## config.mk

```make
export PLATFORM = sky130hd
export DESIGN_NAME = cd_delineator
export DESIGN_NICKNAME = d
export VERILOG_FILES = /design/src/rtl/cd_pkg.sv /design/src/rtl/cd_hec_check.sv /design/src/rtl/cd_window.sv /design/src/rtl/cd_delineator.sv
export SDC_FILE = /design/constraint.sdc
export NUM_CORES = 1
export LEC_CHECK = 0
export ABC_AREA = 0
export BUFFER_PORTS_ARGS = -buffer_cell sky130_fd_sc_hd__buf_4
export CAP_MARGIN = 30
export CELL_PAD_IN_SITES_DETAIL_PLACEMENT = 1
export CELL_PAD_IN_SITES_GLOBAL_PLACEMENT = 2
export CORE_MARGIN = 3
export CORE_UTILIZATION = 33
export DETAILED_ROUTE_END_ITERATION = 8
export GPL_TIMING_DRIVEN = 1
export PLACE_DENSITY_LB_ADDON = 0.1
export SLEW_MARGIN = 20
export SYNTH_ARGS = -nofsm -noshare
export SYNTH_HDL_FRONTEND = slang
export SYNTH_SLANG_ARGS = --single-unit
export TNS_END_PERCENT = 10
```

## constraint.sdc

```tcl
create_clock -name clk -period 4.3 [get_ports clk]
set_clock_uncertainty 0.2 [all_clocks]
set_input_delay 0.86 -clock clk [delete_from_list [all_inputs] [get_ports clk]]
set_output_delay 0.86 -clock clk [all_outputs]
set_load 0.02 [all_outputs]
```

## src/rtl/cd_pkg.sv

```systemverilog
package cd_pkg;
   typedef enum logic [1:0] {ST_HUNT, ST_PRESYNC, ST_SYNC} dl_state_e;

   localparam int CELL_BYTES = 53;
   localparam int HDR_BYTES  = 5;

   // one byte of CRC-8, generator x^8+x^2+x+1, msb first
   function automatic logic [7:0] crc8_byte(input logic [7:0] crc_in, input logic [7:0] d);
      logic [7:0] c;
      logic       fb;
      c = crc_in;
      for (int i = 7; i >= 0; i--) begin
         fb = c[7] ^ d[i];
         c  = {c[6:0], 1'b0} ^ (fb ? 8'h07 : 8'h00);
      end
      return c;
   endfunction
endpackage

```

## src/rtl/cd_hec_check.sv

```systemverilog
module cd_hec_check #(
   parameter int         NB    = 4,
   parameter logic [7:0] COSET = 8'h55
) (
   input  logic [8*(NB+1)-1:0] cand,
   output logic                ok
);
   import cd_pkg::*;

   if (NB < 1) begin : g_bad_nb
      $error("cd_hec_check: NB must be at least 1");
   end

   logic [7:0] crc_s [0:NB];
   assign crc_s[0] = 8'h00;

   for (genvar i = 0; i < NB; i++) begin : g_stage
      assign crc_s[i+1] = crc8_byte(crc_s[i], cand[8*(NB+1)-1-8*i -: 8]);
   end

   assign ok = ((crc_s[NB] ^ COSET) == cand[7:0]);
endmodule

```

## src/rtl/cd_window.sv

```systemverilog
module cd_window #(
   parameter int NB = 4
) (
   input  logic          clk,
   input  logic          rst_n,
   input  logic          shift,
   input  logic [7:0]    din,
   output logic [8*NB-1:0] hist,
   output logic          full
);
   localparam int FW = $clog2(NB + 1);
   localparam logic [FW-1:0] FILL_MAX = FW'(NB);

   logic [FW-1:0] fill;

   always_ff @(posedge clk) begin
      if (!rst_n) begin
         hist <= '0;
         fill <= '0;
      end else if (shift) begin
         if (NB > 1) hist <= {hist[8*NB-9:0], din};
         else        hist <= din;
         if (fill != FILL_MAX) fill <= fill + 1'b1;
      end
   end

   assign full = (fill == FILL_MAX);

   // once four bytes are held, the window stays armed until reset
   p_fill_keep_r2: assert property (@(posedge clk) disable iff (!rst_n) full |=> full);
endmodule

```

## src/rtl/cd_delineator.sv

```systemverilog
module cd_delineator #(
   parameter int         ALPHA = 7,
   parameter int         DELTA = 6,
   parameter logic [7:0] COSET = 8'h55
) (
   input  logic        clk,
   input  logic        rst_n,
   input  logic        in_valid,
   input  logic [7:0]  in_byte,
   output logic        in_sync,
   output logic        cell_start,
   output logic [31:0] out_hdr,
   output logic        out_valid,
   output logic [7:0]  out_byte
);
   import cd_pkg::*;

   localparam int NB    = HDR_BYTES - 1;
   localparam int CNT_W = 4;
   localparam int POS_W = $clog2(CELL_BYTES);
   localparam int PAY   = CELL_BYTES - HDR_BYTES;
   localparam logic [POS_W-1:0] LAST = POS_W'(CELL_BYTES - 1);
   localparam logic [CNT_W:0]   A_LIM = (CNT_W+1)'(ALPHA);
   localparam logic [CNT_W:0]   D_LIM = (CNT_W+1)'(DELTA);

   if (ALPHA < 1 || ALPHA > 15) begin : g_bad_alpha
      $error("cd_delineator: ALPHA out of range 1..15");
   end
   if (DELTA < 1 || DELTA > 15) begin : g_bad_delta
      $error("cd_delineator: DELTA out of range 1..15");
   end

   dl_state_e        state, st_n;
   logic [POS_W-1:0] pos, pos_n;
   logic [CNT_W-1:0] good, good_n, bad, bad_n;
   logic             keep, keep_n;
   logic [8*NB-1:0]  hist;
   logic             full, hdr_ok, at_hdr;
   logic [CNT_W:0]   good_inc, bad_inc;

   cd_window #(.NB(NB)) u_win (
      .clk(clk), .rst_n(rst_n), .shift(in_valid), .din(in_byte),
      .hist(hist), .full(full)
   );

   cd_hec_check #(.NB(NB), .COSET(COSET)) u_chk (
      .cand({hist, in_byte}), .ok(hdr_ok)
   );

   assign at_hdr   = (pos == LAST);
   assign good_inc = {1'b0, good} + 1'b1;
   assign bad_inc  = {1'b0, bad} + 1'b1;

   always_comb begin
      st_n   = state;
      pos_n  = pos;
      good_n = good;
      bad_n  = bad;
      keep_n = keep;
      if (in_valid) begin
         unique case (state)
            ST_HUNT: begin
               if (full && hdr_ok) begin
                  st_n   = ST_PRESYNC;
                  pos_n  = '0;
                  good_n = '0;
               end
            end
            ST_PRESYNC: begin
               pos_n = pos + 1'b1;
               if (at_hdr) begin
                  pos_n = '0;
                  if (!hdr_ok) begin
                     st_n = ST_HUNT;
                  end else if (good_inc == D_LIM) begin
                     st_n   = ST_SYNC;
                     bad_n  = '0;
                     keep_n = 1'b0;
                  end else begin
                     good_n = good_inc[CNT_W-1:0];
                  end
               end
            end
            default: begin
               pos_n = pos + 1'b1;
               if (at_hdr) begin
                  pos_n = '0;
                  if (hdr_ok) begin
                     bad_n  = '0;
                     keep_n = 1'b1;
                  end else begin
                     keep_n = 1'b0;
                     if (bad_inc == A_LIM) st_n = ST_HUNT;
                     else                  bad_n = bad_inc[CNT_W-1:0];
                  end
               end
            end
         endcase
      end
   end

   always_ff @(posedge clk) begin
      if (!rst_n) begin
         state <= ST_HUNT;
         pos   <= '0;
         good  <= '0;
         bad   <= '0;
         keep  <= 1'b0;
      end else begin
         state <= st_n;
         pos   <= pos_n;
         good  <= good_n;
         bad   <= bad_n;
         keep  <= keep_n;
      end
   end

   assign in_sync    = (state == ST_SYNC);
   assign cell_start = in_valid && in_sync && at_hdr && hdr_ok;
   assign out_hdr    = cell_start ? hist : '0;
   assign out_valid  = in_valid && in_sync && keep && (int'(pos) < PAY);
   assign out_byte   = out_valid ? in_byte : 8'h00;

   // position counter never leaves the cell
   p_pos_bound_r3: assert property (@(posedge clk) disable iff (!rst_n) pos <= LAST);
   // failed confirmation drops back to search
   p_presync_fail_r4: assert property (@(posedge clk) disable iff (!rst_n)
      (state == ST_PRESYNC && in_valid && at_hdr && !hdr_ok) |=> state == ST_HUNT);
   // lock is only ever entered from confirmation
   p_lock_path_r5: assert property (@(posedge clk) disable iff (!rst_n)
      $rose(in_sync) |-> $past(state == ST_PRESYNC));
   // locked never falls back into confirmation
   p_no_sync_to_pre_r7: assert property (@(posedge clk) disable iff (!rst_n)
      state == ST_SYNC |=> state != ST_PRESYNC);
   // stalls hold all tracking state
   p_stall_hold_r9: assert property (@(posedge clk) disable iff (!rst_n)
      !in_valid |=> $stable(state) && $stable(pos) && $stable(bad) && $stable(good));
endmodule

```

Word level (Yosys, flattened, before mapping)
Cells that the tools add are included.

Equal/unequal tests: 16. $add $sub $neg: 4. Bitwise gates (word level): 64. Reduce and logical (&&, ||, !) cells: 16. Muxes and demuxes: 63. Order comparisons: 1.

Operators with widths (number): 8-bit bitwise XOR (31); 3-bit 2-to-1 mux (32); 4-bit 2-to-1 mux (10); 32-bit 2-to-1 mux (1); 1-bit bitwise XOR (30); 6-bit 2-to-1 mux (3); 4-bit one-hot mux with 2 select lines (2); 2-bit 2-to-1 mux (7); 2-bit != test, second input constant (6); 6-bit AND reduction (2); 4-bit by 1-bit adder with 5-bit output, second input constant (2); 5-bit by 3-bit equality test with 1-bit output, second input constant (2); 8-bit equality test (1); 8-bit 2-to-1 mux (1); 7-bit AND reduction (1); 6-bit by 1-bit adder with 6-bit output, second input constant (1); 6-bit equality test, second input constant (1); 1-bit logical AND (6); 6-bit < comparator, second input constant (1); 3-bit != test, second input constant (2); 1-bit 2-to-1 mux (5); 5-bit AND reduction (1); 4-bit inverter (1); 2-bit one-hot mux with 2 select lines (1); other kinds (12) (14).

Register bits after elaboration: 52. Bits of input ports: 11. Logic and storage cells: 171. Output and inout port bits: 43.

Logic depth before layout (Yosys ltp)
Gate-level depths: netlist of the first run.

Depth after elaboration: 98. Gate-level depth with buffers: 11. Mapped depth without buffers: 9.

Cells and area by module
From an unflattened synthesis of the first run, not the netlist that was laid out.

Cells, all modules: 386. Area, all modules: 4010.1 um^2.

Modules (own cells, without submodules): cd_delineator (area each 1437.6 um^2, instances 1, cells each 183); cd_window (area each 1426.4 um^2, instances 1, cells each 122); cd_hec_check (area each 1146.1 um^2, instances 1, cells each 81).

Worst setup path before layout of the first run
OpenSTA, ideal clock, no wires.

Path kind: register to output. From: register u_win.hist[23]. To: output out_hdr[22]. Stages on the path, launching flop included: 11. Arrival: 3.436 ns. Slack: -0.196 ns. Cell sequence: dfxtp_1 xnor3_2 xor2_1 xnor3_1 xnor3_1 xnor2_2 mux2i_4 nand3_2 nor3_2 buf_2 and2_1.

Word-level cells in the longest chain between the ends: 36. Elaborated cells on any way between the ends: 58. Classes of those cells: eq/ne (1); mux (16); bitwise (40); reduce/logical (1).

Ends and longest elaborated chain: start, declared (line cd_window.sv:8) `output logic [8*NB-1:0] hist,`; start signal, assigned (line cd_window.sv:21) `if (NB > 1) hist <= {hist[8*NB-9:0], din};`; start signal, assigned (line cd_window.sv:22) `else hist <= din;`; 1-bit bitwise XOR (*) (line cd_pkg.sv:13) `fb = c[7] ^ d[i];`; 3-bit 2-to-1 mux (*) (line cd_pkg.sv:14) `c = {c[6:0], 1'b0} ^ (fb ? 8'h07 : 8'h00);`; 8-bit bitwise XOR (*) (7 in series) (line cd_pkg.sv:14); 1-bit bitwise XOR (tied with other cells) (line cd_pkg.sv:13); 3-bit 2-to-1 mux (tied with other cells) (line cd_pkg.sv:14); 8-bit bitwise XOR (*) (8 in series) (line cd_pkg.sv:14); 1-bit bitwise XOR (tied with other cells) (line cd_pkg.sv:13); 3-bit 2-to-1 mux (tied with other cells) (line cd_pkg.sv:14); 8-bit bitwise XOR (*) (8 in series) (line cd_pkg.sv:14); 1-bit bitwise XOR (tied with other cells) (line cd_pkg.sv:13); 3-bit 2-to-1 mux / 8-bit bitwise XOR (equally long branches) (line cd_pkg.sv:14); 8-bit bitwise XOR (*) (line cd_pkg.sv:14); 4-bit inverter (no source line); 8-bit equality test (*) (line cd_hec_check.sv:21) `assign ok = ((crc_s[NB] ^ COSET) == cand[7:0]);`; 1-bit logical AND (*) (line cd_delineator.sv:119) `assign cell_start = in_valid && in_sync && at_hdr && hdr_ok;`; net cell_start (line cd_delineator.sv:11) `output logic cell_start,`; 32-bit 2-to-1 mux (*) (line cd_delineator.sv:120) `assign out_hdr = cell_start ? hist : '0;`; end, declared (line cd_delineator.sv:12) `output logic [31:0] out_hdr,`.

The timed path passes the listed nets; every way through them passes the cells marked *.

Worst setup path after layout of the first run
From: register u_win.hist[31]. To: output out_hdr[7].

Word-level cells in the longest chain between the ends: 46. Elaborated cells on any way between the ends: 80. Classes of those cells: eq/ne (1); mux (24); bitwise (54); reduce/logical (1).

Ends and longest elaborated chain (line): 3-bit 2-to-1 mux (*) (cd_pkg.sv:14); 8-bit bitwise XOR (*) (5 in series) (cd_pkg.sv:14); 1-bit bitwise XOR / 8-bit bitwise XOR (equally long branches) (cd_pkg.sv:13, cd_pkg.sv:14); 3-bit 2-to-1 mux / 1-bit bitwise XOR (equally long branches) (cd_pkg.sv:14, cd_pkg.sv:13); 8-bit bitwise XOR (*) (6 in series) (cd_pkg.sv:14); 1-bit bitwise XOR / 8-bit bitwise XOR (equally long branches) (cd_pkg.sv:13, cd_pkg.sv:14); 3-bit 2-to-1 mux / 1-bit bitwise XOR (equally long branches) (cd_pkg.sv:14, cd_pkg.sv:13); 8-bit bitwise XOR (*) (6 in series) (cd_pkg.sv:14); [... 10 more ...]; 8-bit bitwise XOR (*) (7 in series) (cd_pkg.sv:14); 1-bit bitwise XOR / 3-bit 2-to-1 mux (equally long branches) (cd_pkg.sv:13, cd_pkg.sv:14); 3-bit 2-to-1 mux / 8-bit bitwise XOR (equally long branches) (cd_pkg.sv:14); 8-bit bitwise XOR (*) (cd_pkg.sv:14); 4-bit inverter (no source line); 8-bit equality test (*) (cd_hec_check.sv:21); 1-bit logical AND (*) (cd_delineator.sv:119); 32-bit 2-to-1 mux (*) (cd_delineator.sv:120).

Every way passes the cells marked *; elsewhere a longest branch is shown, timed or not.

==> key figures, run 1 <==
Run status
  – Status: finished, violations left
  – Failing checks: negative setup slack

Route
  – Avg WL per Cell: 17.63 µm
  – Vias: 3104
  – DRT Wirelength: 10930 µm
  – Via density: 5.006
  – DRC Markers: 0
  – First-pass DRT Iterations: 4
  – Post-DRT Antenna Nets: 0
  – Initial DRC Count: 87

Worst hold path
  – Worst Hold Depth: 2
  – Worst Hold Path EP: keep
  – HP Start: keep
  – Hold WC Path Type: flip-flop to flip-flop

Logic synthesis
  – Async SR Flop Fraction: 0%
  – Synth Flop Type: dfxtp_1
  – Seq cells post-synth: 52
  – Syn Nets: 422
  – Part of the Yosys area used for sequential elements: 27.16%
  – Area fraction of the dominant cell type after synthesis: 27.16%
  – EDFF count, synth: 0
  – Area leader, netlist: dfxtp_1
  – Cell count after synthesis: 403
  – Cell area after synthesis: 0.003832 mm²
  – Netlist cell types: 53
  – Number of synthesis warnings: 0
  – Mean area per synthesized cell: 9.510 µm²
  – Synth top area cells: dfxtp_1, xnor3_1, mux2i_1

Floorplan
  – Die Wd: 113.8 µm
  – Row Count: 38
  – Top-Level Pins: 54
  – Area of the die: 0.01294 mm²
  – Chip Height: 113.8 µm
  – CORE AREA: 0.01108 mm²
  – Initial Utilization: 34.59%

Place
  – IO Port Bufs: 53
  – GPL Wtd Cong: 0.7827
  – Dpl hpwl: 8226 µm

Worst setup path
  – Setup crit end kind: output port
  – R2r endpoint: bad[3]
  – Worst EP arrival: 3.53 ns
  – Crit Path Category: flip-flop to output port
  – R2R Setup Slk: 0.57 ns
  – Startpoint types: flip-flop
  – Start of the worst register-to-register path: u_win.hist[19]
  – Crit path launch: u_win.hist[31]
  – CP required: 3.24 ns
  – Worst-path fanout max: 33
  – Reg2Reg Depth: 11

Pwr
  – Power density cells: 290.5 mW/mm²
  – Leak: 0.002306 µW
  – Pwr Total: 1453 µW
  – VDD IR-drop max: 0.0001629 V

Layout
  – Commonest cells after routing, fill and taps aside: buf_4, dfxtp_1, nor2_1
  – Most common cell after layout, fill and taps aside: buf_4
  – Layout cells sized above 1: 32.50%
  – Diodes inserted: 0
  – Area grow syn2layout: 30.53%
  – Layout net count: 498
  – Fill cell count: 1289

Run
  – Max Cap Viol: 0

Clock tree
  – Clk buf depth: 2
  – Clock latency on the worst-skew pair: 0.31 ns
  – Total CTS buffers: 5
  – TritonCTS clock tree: built
  – CTS clk-pin slew, worst paths: 0.07 ns
  – Clock root cell: clkbuf_16
  – CTS sink cnt: 52
  – Htree depth: 2

Global routing
  – GRT Util Overall: 17.87%
  – Number of global-route vias before repair: 3282
  – Global route total overflow: 0
  – Largest net degree at the start of global routing: 43
  – Global-route wire length before repair: 17970 µm
  – Initial antenna violation count: 0

STA
  – Tmin final: 4.594 ns
  – Fin crit share: 106.8%
  – Hold Slack: 0.2770 ns
  – Final Max Tran Viols: 0
  – Setup ws final: -0.2945 ns
  – Setup TNS: -8.262 ns
  – Setup violations, final: 33
  – Final Hold Fails: 0
  – Worst-Margin Slew: 0.7811 ns
  – RSZ-0062 raised after global routing: yes
  – Fmax: 217.7 MHz
  – Max-Slew Margin vs Limit: 47.58%
power breakdown:
part | internal, µW | total (µW) | switching, µW
Combinational | 215 | 408 | 193
Sequential | 493 | 505 | 12.3
Clock | 336 | 540 | 204
layout make-up:
type,instances,area (µm²),share of cell area (%)
Clock inverter,3,68.82,1.376
Clock buffer,5,125.1,2.501
Sequential cell,52,1044,20.86
Timing Repair Buffer,92,804.5,16.08
Multi-Input combinational cell,314,2733,54.63
Inverter,14,52.55,1.051
Tap cell,140,175.2,3.502
worst max-delay path, cell delays in order (launching register included):
cell and delay (ns):
dfxtp_2 0.33, xnor3_2 0.50, xnor2_4 0.18, xnor2_2 0.23, xnor3_1 0.45, or3_4 0.41
a211oi_4 0.29, nand3_2 0.14, nor3_4 0.17, buf_12 0.20, and2_2 0.18, buf_4 0.14
stage by stage:
step	util (%)	area, µm²	cells	setup WS [ns]
detailed placement	42.30	4686	611	-0.06122
global placement	42.30	4686	611	-0.02594
CTS	45.08	4994	620	-0.3291
floorplan	-	3936	403	0.0001041
finish	45.15	5002	620	-0.2945
global route	45.15	5002	620	-0.4427
registers in the layout, indices dropped and copies added (netlist names):
name and cells:
keep 1, good 4, bad 4, state 2, u_win.fill 3, pos 6, u_win.hist 32
synthesized netlist by cell type (8+ instances only):
cell	count
nor2_1	46
clkbuf_1	12
nand3_1	14
xor2_1	11
and2_1	40
inv_1	14
xnor3_1	20
dfxtp_1	52
xnor2_1	34
nand2_1	19
ha_1	8
a21oi_1	9
mux2i_1	33
metal layers:
metal / up-vias / global-route usage (%) / wire length [µm]
li1: 1528 / - / -
met1: 1524 / 25.49 / 5522
met2: 44 / 27.92 / 4960
met3: 8 / 2.812 / 312
met4: 0 / 5.288 / 136
met5: - / 0 / 0
worst max-delay path by stage:
stage,endpoint,slack [ns],cells after the start
2_1_floorplan,out_hdr[22],0.0001,11
3_3_place_gp,out_hdr[7],-0.03,11
3_5_place_dp,out_hdr[7],-0.06,11
4_1_cts,out_hdr[7],-0.33,11
5_1_grt,out_hdr[7],-0.44,11
6_report,out_hdr[7],-0.29,11
timing repair:
action                     in CTS  in global routing
pin swaps                      14                  1
setup buffers                   1                  0
gates resized for setup        31                  2
setup endpoints to repair      33                 33
hold buffers                    0                  0
logic make-up after synthesis:
group                      after synthesis  synth area share (%)
AOI/OAI and AO/OA                       41                 7.836
and+or+nand+nor                        154                 20.90
adders and majority gates                8                 2.612
muxes                                   36                 9.794
buffers and inverters                   37                 4.048
xor gates and xnor gates                75                 27.65
DFF                                     52                 27.16
(Power assumes the default switching activity.)
==> run 2, diff against run 1 <==
--- a/config.mk
+++ b/config.mk
@@ -6,14 +6,13 @@
 export NUM_CORES = 1
 export LEC_CHECK = 0
 export ABC_AREA = 0
-export BUFFER_PORTS_ARGS = -buffer_cell sky130_fd_sc_hd__buf_4
 export CAP_MARGIN = 30
 export CELL_PAD_IN_SITES_DETAIL_PLACEMENT = 1
 export CELL_PAD_IN_SITES_GLOBAL_PLACEMENT = 2
 export CORE_MARGIN = 3
-export CORE_UTILIZATION = 33
+export CORE_UTILIZATION = 36
 export DETAILED_ROUTE_END_ITERATION = 8
-export GPL_TIMING_DRIVEN = 1
+export DONT_BUFFER_PORTS = 1
 export PLACE_DENSITY_LB_ADDON = 0.1
 export SLEW_MARGIN = 20
 export SYNTH_ARGS = -nofsm -noshare
==> constraint.sdc (replaced) <==
create_clock -name clk -period 4.3 [get_ports clk]
set_clock_uncertainty 0.2 [all_clocks]
set_input_delay 0.86 -clock clk [delete_from_list [all_inputs] [get_ports clk]]
set_output_delay 0.86 -clock clk [all_outputs]
set_load 0.005 [all_outputs]
==> run 2 against run 1 <==
Compared with the run above: worst setup slack got worse by 0.055 ns; non-clock buffer count decreased by 44; sequential cell count unchanged; critical endpoint is now out_hdr[21]; combinational power increased by 3%; sequential share of layout area increased by 2.1 points; via count decreased by 4.5%; the flow still finishes with violations (negative setup slack); clock-buffer cell count unchanged; largest power group is now registers.
==> key figures, run 2 (synthesis results as in run 1) <==
Worst setup path
  – Slowest cell on crit path: xnor3_1
  – Crit path depth: 12
  – Startpoint types: flip-flop
  – CP required: 3.24 ns
  – Reg2Reg Depth: 11
  – Worst EP arrival: 3.59 ns
  – Most used cell, CP: xnor3_1
  – CP bufs+invs: 3
  – Crit Path Category: flip-flop to output port
  – CP max stage delay: 0.43 ns
  – Setup crit end kind: output port
  – Top delay family on crit path: XOR/XNOR gates
  – Worst-path fanout max: 7
  – Critical path cell sequence: xnor3_1 > xnor2_2 > buf_4 > xnor3_1 > xnor3_1 > or3_4 > a211oi_4 > nand3_2 > nor3_4 > buf_12 > buf_12 > and2_4

Place
  – Placed inst area: 0.004136 mm²
  – IO Port Bufs: 0
  – GPL Wtd Cong: 0.7945
  – Dpl hpwl: 7856 µm
  – Dpl ws: -0.1231 ns

Route
  – Via density: 5.193
  – Vias: 2965
  – Avg WL per Cell: 18.90 µm
  – Post-DRT Antenna Nets: 0
  – Initial DRC Count: 143
  – DRT Wirelength: 10790 µm
  – DRC Markers: 0
  – First-pass DRT Iterations: 4

Clock tree
  – Clk buf depth: 2
  – Total CTS buffers: 5
  – CTS clk-pin slew, worst paths: 0.11 ns
  – Clock root cell: clkbuf_8
  – CTS sink cnt: 52
  – Clock latency on the worst-skew pair: 0.32 ns
  – TritonCTS clock tree: built
  – Htree depth: 2

Floorplan
  – Area of the die: 0.01192 mm²
  – Die Wd: 109.2 µm
  – CORE AREA: 0.01032 mm²
  – Top-Level Pins: 54
  – Initial Utilization: 37.12%
  – Row Count: 37
  – Chip Height: 109.2 µm

STA
  – RSZ-0062 raised after global routing: yes
  – Fmax: 215.1 MHz
  – Final Hold Fails: 0
  – Setup TNS: -10.76 ns
  – Tmin final: 4.650 ns
  – Max-Slew Margin vs Limit: 45.69%
  – Final Max Tran Viols: 0
  – Hold Slack: 0.2749 ns
  – Fin crit share: 108.1%
  – Worst-Margin Slew: 0.8092 ns
  – Setup ws final: -0.3498 ns
  – Setup violations, final: 33

Layout
  – Top flop regs: u_win.hist (32), pos (6)
  – Most flops, register: u_win.hist
  – Commonest cells after routing, fill and taps aside: nor2_1, dfxtp_1, buf_4
  – Layout cells sized above 1: 26.21%
  – Layout net count: 454
  – Diodes inserted: 0
  – Most common cell after layout, fill and taps aside: nor2_1
  – Fin area: 0.004627 mm²
  – Max reg flops: 32
  – Area grow syn2layout: 20.73%

Pwr
  – Reg power frac: 37.7%
  – Pwr Total: 1338 µW
  – Clock power share: 30.9%
  – Cell-internal power: 951.7 µW
  – VDD IR-drop max: 0.0001454 V
  – Switch share: 28.90%
  – Leak: 0.002044 µW
  – Psw: 386.7 µW
  – Combinational Power Share: 31.5%
  – Power density cells: 289.3 mW/mm²

Run status
  – Status: finished, violations left
  – Failing checks: negative setup slack

Global routing
  – Number of global-route vias before repair: 2992
  – Initial antenna violation count: 0
  – Global route total overflow: 0
  – Global-route wire length before repair: 17000 µm
  – Largest net degree at the start of global routing: 45
  – GRT Util Overall: 18.56%

Run
  – Max Cap Viol: 0

Worst hold path
  – Worst Hold Depth: 2
  – Hold WC Path Type: flip-flop to flip-flop
-- run 2: cell type report --
cell class	count	area, µm²
inverter	14	52.55
timing repair buffer	48	431.7
clock buffer	5	68.82
multi-input combinational	314	2783
tap	136	170.2
clock inverter	2	60.06
fill	1179	5697
sequential	52	1061
-- run 2: power groups by stage --
stage	clock network [µW]	logic (µW)	registers, µW
2_1_floorplan	0	300	514
4_1_cts	428	406	505
6_report	413	421	504
3_5_place_dp	0	381	517
3_3_place_gp	0	375	516
5_1_grt	445	453	506
-- run 2: metal layers --
layer | share of wire (%) | global-route usage [%]
met1 | 50 | 28.19
met2 | 45 | 28.33
met3 | 4.3 | 2.487
met4 | 0.66 | 3.206
met5 | 0 | 0
-- run 2: tightest hold or removal path, cell delays in order (launching register included) --
cell and delay (ns):
dfxtp_1 0.33, nand2_1 0.05, o22ai_1 0.05
-- run 2: path summary, 6_finish.rpt --
| check | start | endpoint | slack [ns] |
|---|---|---|---|
| worst min-delay path | keep | keep | 0.27 |
| worst max-delay path | u_win.hist[27] | out_hdr[21] | -0.35 |
| worst max register to register | u_win.hist[31] | bad[3] | 0.45 |
| worst min register to register | keep | keep | 0.27 |
-- run 2: timing repair --
action                                  CTS  global route
gates cloned                              1             3
pin swaps                                13            29
resized for setup                        22            29
hold buffers                              0             0
setup buffers                             8             7
endpoints found under the setup margin   33            33
-- run 2: through the flow --
stage	cells	util, %
after floorplan	403	-
after global placement	545	40.07
after detailed placement	545	40.07
after CTS	561	42.70
after global routing	571	44.82
final	571	44.82
